==> config.mk <==
export PLATFORM = sky130hd
export DESIGN_NAME = dgh_hazard_eval
export DESIGN_NICKNAME = d
export VERILOG_FILES = /design/src/rtl/dgh_pkg.sv /design/src/rtl/dgh_hazard_eval.sv
export SDC_FILE = /design/constraint.sdc
export NUM_CORES = 1
export LEC_CHECK = 0
export ABC_AREA = 1
export BUFFER_PORTS_ARGS = -buffer_cell sky130_fd_sc_hd__buf_2
export CORE_AREA = 2 2 39 41
export DETAILED_ROUTE_END_ITERATION = 16
export DIE_AREA = 0 0 41 43
export GPL_TIMING_DRIVEN = 0
export PLACE_DENSITY = 0.41
export SLEW_MARGIN = 30
export SYNTH_ARGS = -nofsm -noshare
export SYNTH_HDL_FRONTEND = slang
export SYNTH_SLANG_ARGS = --single-unit
==> constraint.sdc <==
create_clock -name vclk -period 0.8
set_input_delay 0.08 -clock vclk [all_inputs]
set_output_delay 0.08 -clock vclk [all_outputs]
set_load 0.02 [all_outputs]
==> src/rtl/dgh_pkg.sv <==
package dgh_pkg;

  localparam int GROUP_SLOTS = 5;
  localparam int CNT_W       = $clog2(GROUP_SLOTS + 2);
  localparam int CR_LIMIT    = 2;
  localparam int CRACK_LIMIT = 2;
  localparam int EXEC_LIMIT  = GROUP_SLOTS - 1;

  typedef enum logic [2:0] {
    U_FX    = 3'd0,
    U_LS    = 3'd1,
    U_FP    = 3'd2,
    U_VALU  = 3'd3,
    U_VPERM = 3'd4,
    U_CR    = 3'd5,
    U_BR    = 3'd6,
    U_PSEUDO= 3'd7
  } unit_e;

  typedef enum logic [1:0] {
    HZ_NONE  = 2'd0,
    HZ_STALL = 2'd1,
    HZ_NOOP  = 2'd2
  } hz_e;

  typedef struct packed {
    logic             close;
    logic [CNT_W-1:0] cnt;
  } adv_t;

  // Advance the slot count by add slots, optionally jumping to the last slot first.
  function automatic adv_t slot_advance(logic [CNT_W-1:0] cur, logic [1:0] add,
                                        logic to_last);
    adv_t r;
    logic [CNT_W:0] base;
    logic [CNT_W:0] sum;
    base = to_last ? (CNT_W+1)'(GROUP_SLOTS - 1) : {1'b0, cur};
    sum  = base + (CNT_W+1)'(add);
    if (sum >= (CNT_W+1)'(GROUP_SLOTS)) begin
      r.close = 1'b1;
      r.cnt   = '0;
    end else begin
      r.close = 1'b0;
      r.cnt   = sum[CNT_W-1:0];
    end
    return r;
  endfunction

  function automatic logic is_exec_unit(unit_e u);
    return (u == U_FX) || (u == U_LS) || (u == U_FP) ||
           (u == U_VALU) || (u == U_VPERM);
  endfunction

endpackage

==> src/rtl/dgh_hazard_eval.sv <==
module dgh_hazard_eval
  import dgh_pkg::*;
(
  input  unit_e            unit,
  input  logic             first_only,
  input  logic             single,
  input  logic             cracked,
  input  logic             is_load,
  input  logic             addr_overlap,
  input  logic             ctr_branch,
  input  logic [CNT_W-1:0] slots,
  input  logic             ctr_pending,
  output hz_e              verdict,
  output logic             stall_hit,
  output logic             noop_hit
);

  logic real_instr;
  logic stall_pos;
  logic stall_crack;
  logic stall_exec;
  logic stall_cr;

  assign real_instr  = (unit != U_PSEUDO);
  assign stall_pos   = (slots != '0) && (first_only || single);
  assign stall_crack = cracked && (slots > CNT_W'(CRACK_LIMIT));
  assign stall_exec  = is_exec_unit(unit) && (slots == CNT_W'(EXEC_LIMIT));
  assign stall_cr    = (unit == U_CR) && (slots >= CNT_W'(CR_LIMIT));

  assign stall_hit = real_instr && (stall_pos || stall_crack || stall_exec || stall_cr);
  assign noop_hit  = real_instr && ((ctr_pending && ctr_branch) ||
                                    (is_load && addr_overlap));

  always_comb begin
    if (stall_hit)     verdict = HZ_STALL;
    else if (noop_hit) verdict = HZ_NOOP;
    else               verdict = HZ_NONE;
  end

endmodule

==> impl_metrics.tcl, run 1 <==
set metrics [dict create \
    arrival_ns 0.78 \
    layout.cells.most_common "buf_2" \
    gp_routability_congestion 0.680 \
    ant_nets 0 \
    hold_ws_ns 0.583 \
    crit_path_max_fanout 3 \
    n_antenna_cell 0 \
    totalPowerFinal_mw 0.193 \
    floorplan.initialDensity_pct 8.23 \
    netlist_top_cells_area "nand2_1 23%, inv_1 20%, nand3_1 18%, o21ai_1 8.8%, a22o_1 7.7%" \
    area_growth_syn_to_layout_pct 175 \
    post-route-min-period_ns 0.863 \
    tightestPinTransition_ns 0.121 \
    synthDominantCellAreaShare_pct 23.1 \
    crit_path_max_incr_delay_ns 0.15 \
    netlist.top_cell.by_area "nand2_1" \
    final_core_util_pct 22.6 \
    ys_seq_area_share_pct 0 \
    initialDrtViolationCount 0 \
    max_freq_mhz 1160 \
    post-place-cells 58 \
    finalNonFillerCells 58 \
    final_cell_mix "8 x buf_2, 7 x buf_6, 5 x nand2_1" \
    detail_route.vias_per_cell 3.57 \
    filler_cell_count 167 \
    wl_per_cell_um 7.07 \
    post_route_cells_drive_above_1_share_pct 69.0 \
    critPathLaunchType "primary input" \
    hp-start "slots[0]" \
    final_max_slew_violation_count 0 \
    vias_in_the_first_global_route 186 \
    peakVddDrop_mv 0.124 \
    min_to "stall_hit" \
    clockBufferCount 0 \
    violations "negative setup slack" \
    syn-mean-instance-area_um2 4.55 \
    status "complete, but fails checks" \
    global_route.usage.total_pct 4.60 \
    powerDensity_nw_per_um2 617 \
    final_net_count 57 \
    rsz0062_at_grt "yes" \
    grt_first_pass_wirelength_um 634 \
    die_y_um 43 \
    drc 0 \
    timing_hold_violations_final 0 \
    grt.overflow.total 0 \
    timing.critical_path.slowest_stage_cell "a21oi_4" \
    fp.dieArea_um2 1760 \
    register_area_um2 0 \
    setup-violations-final 3 \
    setup_slack_ns -0.0627 \
    count_of_sequential_standard_cells 0 \
    placeableCoreArea_um2 1380 \
    synthesis.instances 25 \
    total_via_count_in_the_routed_design 207 \
    pre_cts_ws_ns -0.178 \
    dr.pass1.iters 1 \
    max_cap_viol_count 0 \
    postRouteWirelength_um 410 \
    timing.critical_path.from "unit[0]" \
    layout_worst_path_cycle_share_pct 108 \
    hold_path_class "primary input to primary output" \
    chipWidth_um 41 \
    cell_by_cell_trace_of_the_critical_path "buf_6, inv_2, nand2_2, nand3_2, nand3_2, a21oi_4, buf_6, buf_6" \
    timing.hold.worst_path_depth 5 \
    kind_of_capture_point_of_the_worst_setup_path "primary output" \
    crit_required_ns 0.72 \
    post_cts.repair.setup_buffers 0 \
    rows 14 \
    timing_worst_setup_path_type "primary input to primary output" \
    relSlewSlack_pct 91.9 \
    io_pins 17 \
    dp.final_hpwl_um 371 \
    maximum_number_of_pins_on_one_net_before_global_route_repair 4 \
    mappedNetlistArea_um2 114 \
    port_buffers 17 \
    antenna_found_initial 0 \
    synth_warn 0 \
    leakage_power_nw 0.173 \
    cpMostUsedCell "buf_6" \
    synth_cell_types 9 \
    synthesized_netlist_net_count 38 \
]
## critical path, delay by kind of cell
kind	cells	cell delay [ns]
and+or+nand+nor	3	0.20
AOI/OAI and AO/OA	1	0.15
buffers and inverters	4	0.35
## cell type report
class	count	area, µm²	share of cell area, %
plain buffers	1	11.3	3.60
multi-input cells	18	126	40.4
repair buffers	17	130	41.6
well taps	16	20.0	6.40
inverters	6	25.0	8.00
## per-stage QoR
step	setup TNS, ns	area, µm²
after floorplan	0	136
after global placement	-0.369	241
after detailed placement	-0.377	241
after CTS	-0.168	305
after global routing	-0.291	313
final	-0.135	313
## what timing repair did
item / 4_1_cts / 5_1_grt
resized for setup: 16 / 3
setup endpoints to repair: 3 / 3
pin swaps: 9 / 1
hold buffers: 0 / 0
## cell usage after synthesis
master,number
a22o_1,1
nor2_1,2
o21ai_1,2
nand3_1,4
nand2_1,7
nor2_2,1
inv_1,6
a21oi_1,1
buf_4,1
## report_power, final
part | internal, mW | leakage, nW | switching, mW | total, mW
Sequential | 0 | 0 | 0 | 0
Combinational | 0.102 | 0.173 | 0.0910 | 0.193
Clock | 0 | 0 | 0 | 0
## cells by family after synthesis
logic type / count (synthesis) / synth area share (%)
buffers and inverters: 7 / 26.4
AND/OR/NAND/NOR: 14 / 52.8
AO/OA/AOI/OAI: 4 / 20.9
## worst max-delay path by stage
stage,to,slack [ns],cells past startpoint
CTS,verdict[0],-0.07,8
finish,verdict[0],-0.06,8
floorplan,verdict[0],0.004,6
global placement,verdict[0],-0.17,8
global route,verdict[1],-0.12,7
detailed placement,verdict[0],-0.18,8
## per-layer routing
metal | part of all wire [%] | global-route usage (%)
met1 | 37 | 6.01
met2 | 51 | 8.44
met3 | 12 | 0
met4 | 0 | 0
met5 | 0 | 0
No activity file was read; power rests on OpenSTA's default activity.
==> run 2: changes to the inputs <==
==> constraint.sdc (replaced) <==
create_clock -name vclk -period 1
set_input_delay 0.1 -clock vclk [all_inputs]
set_output_delay 0.1 -clock vclk [all_outputs]
set_load 0.02 [all_outputs]
==> run 2 against run 1 <==
The flow now finishes without violations. Cell area shrank 25%. Count of clock-buffer cells in the layout is the same. Utilization shrank 5.7 points. Worst hold slack gained 0.043 ns. Non-clock buffer count is the same. First-iteration DRC count is the same. Sequential share of layout area is the same. Routed wire length shrank 11%. Critical endpoint unchanged. Highest routed layer unchanged.
==> impl_metrics.tcl, run 2 (synthesized netlist as in run 1, its figures left out) <==
set metrics [dict create \
    status "complete, no violations" \
    register_area_um2 0 \
    leakage_power_nw 0.155 \
    antenna_found_initial 0 \
    port_buffers 17 \
    io_pins 17 \
    clockBufferCount 0 \
    worst_setup_path_endpoint "verdict[0]" \
    total_via_count_in_the_routed_design 196 \
    dr.pass1.iters 1 \
    die_y_um 43 \
    maximum_number_of_pins_on_one_net_before_global_route_repair 4 \
    relSlewSlack_pct 90.4 \
    rows 14 \
    grt.overflow.total 0 \
    hp-start "unit[1]" \
    powerDensity_nw_per_um2 488 \
    finalNonFillerCells 58 \
    global_route.usage.total_pct 3.20 \
    layout_worst_path_cycle_share_pct 95.1 \
    chipWidth_um 41 \
    kind_of_capture_point_of_the_worst_setup_path "primary output" \
    post_cts.repair.setup_buffers 0 \
    max_freq_mhz 1050 \
    ant_nets 0 \
    fp.dieArea_um2 1760 \
    crit_required_ns 0.90 \
    crit_path_max_fanout 3 \
    detail_route.vias_per_cell 3.38 \
    totalNegativeSetupSlack_ns 0 \
    grt_first_pass_wirelength_um 427 \
    setup-violations-final 0 \
    postRouteWirelength_um 365 \
    setup_slack_ns 0.0493 \
    tightestPinTransition_ns 0.143 \
    hold_ws_ns 0.626 \
    max_cap_viol_count 0 \
    postCtsHoldBufs 0 \
    floorplan.initialDensity_pct 8.23 \
    drc 0 \
    layout.cells.most_common "buf_2" \
    critPathLaunchType "primary input" \
    post-place-cells 58 \
    timing_hold_violations_final 0 \
    post_route_cells_drive_above_1_share_pct 50.0 \
    timing.critical_path.from "slots[1]" \
    wl_per_cell_um 6.29 \
    gp_routability_congestion 0.641 \
    area_growth_syn_to_layout_pct 105 \
    timing_worst_setup_path_type "primary input to primary output" \
    initialDrtViolationCount 0 \
    placeableCoreArea_um2 1380 \
    hold_path_class "primary input to primary output" \
    final_net_count 57 \
    arrival_ns 0.85 \
    vias_in_the_first_global_route 126 \
    n_antenna_cell 0 \
    peakVddDrop_mv 0.0687 \
    dp.final_hpwl_um 340 \
    post-route-min-period_ns 0.951 \
    pre_cts_ws_ns 0.00741 \
    final_cell_mix "16 x buf_2, 7 x nand2_1, 6 x inv_1" \
    count_of_sequential_standard_cells 0 \
    final_max_slew_violation_count 0 \
    final_core_util_pct 16.9 \
]
run 2: cell counts in the layout (fill, tap and decap cells not counted):
No cell type changed its count.
run 2: what timing repair did:
item | 4_1_cts | 5_1_grt
setup endpoints to repair | 0 | 1
resized for setup | 0 | 3
hold endpoints to repair | 0 | 0
run 2: where the power goes:
part / switching [mW] / total (mW) / leakage, nW / internal, mW
sequential: 0 / 0 / 0 / 0
combinational: 0.0592 / 0.114 / 0.155 / 0.0550
clock: 0 / 0 / 0 / 0
total: 0.0592 / 0.114 / 0.155 / 0.0550
run 2: worst min path at each step:
stage	to	depth (start not counted)
after floorplan	stall_hit	3
after global placement	stall_hit	5
after detailed placement	stall_hit	5
after CTS	stall_hit	5
after global routing	stall_hit	5
final	stall_hit	5
run 2: worst max-delay path: stages:
cell,delay (ns)
buf_2,0.11
o21ai_1,0.16
nand3_2,0.10
a21oi_2,0.15
buf_4,0.12
buf_6,0.10
run 2: cell type report:
class                      instances  area, µm²
buffer                             1       7.51
fill                             169       1150
inverter                           6       22.5
multi-input combinational         18       92.6
tap                               16       20.0
timing repair buffer              17       91.3
run 2: routing by layer:
layer	vias to the layer above	track usage (%)	wire length (µm)
met5	-	0	0
met4	0	0	0
met3	0	0	45
met2	10	6.25	153
met1	75	3.80	166
li1	111	-	-
run 2: stage by stage:
stage	area, µm²	total power, mW
2_1_floorplan	118	0.0598
3_3_place_gp	223	0.107
3_5_place_dp	223	0.107
4_1_cts	223	0.108
5_1_grt	234	0.125
6_report	234	0.114
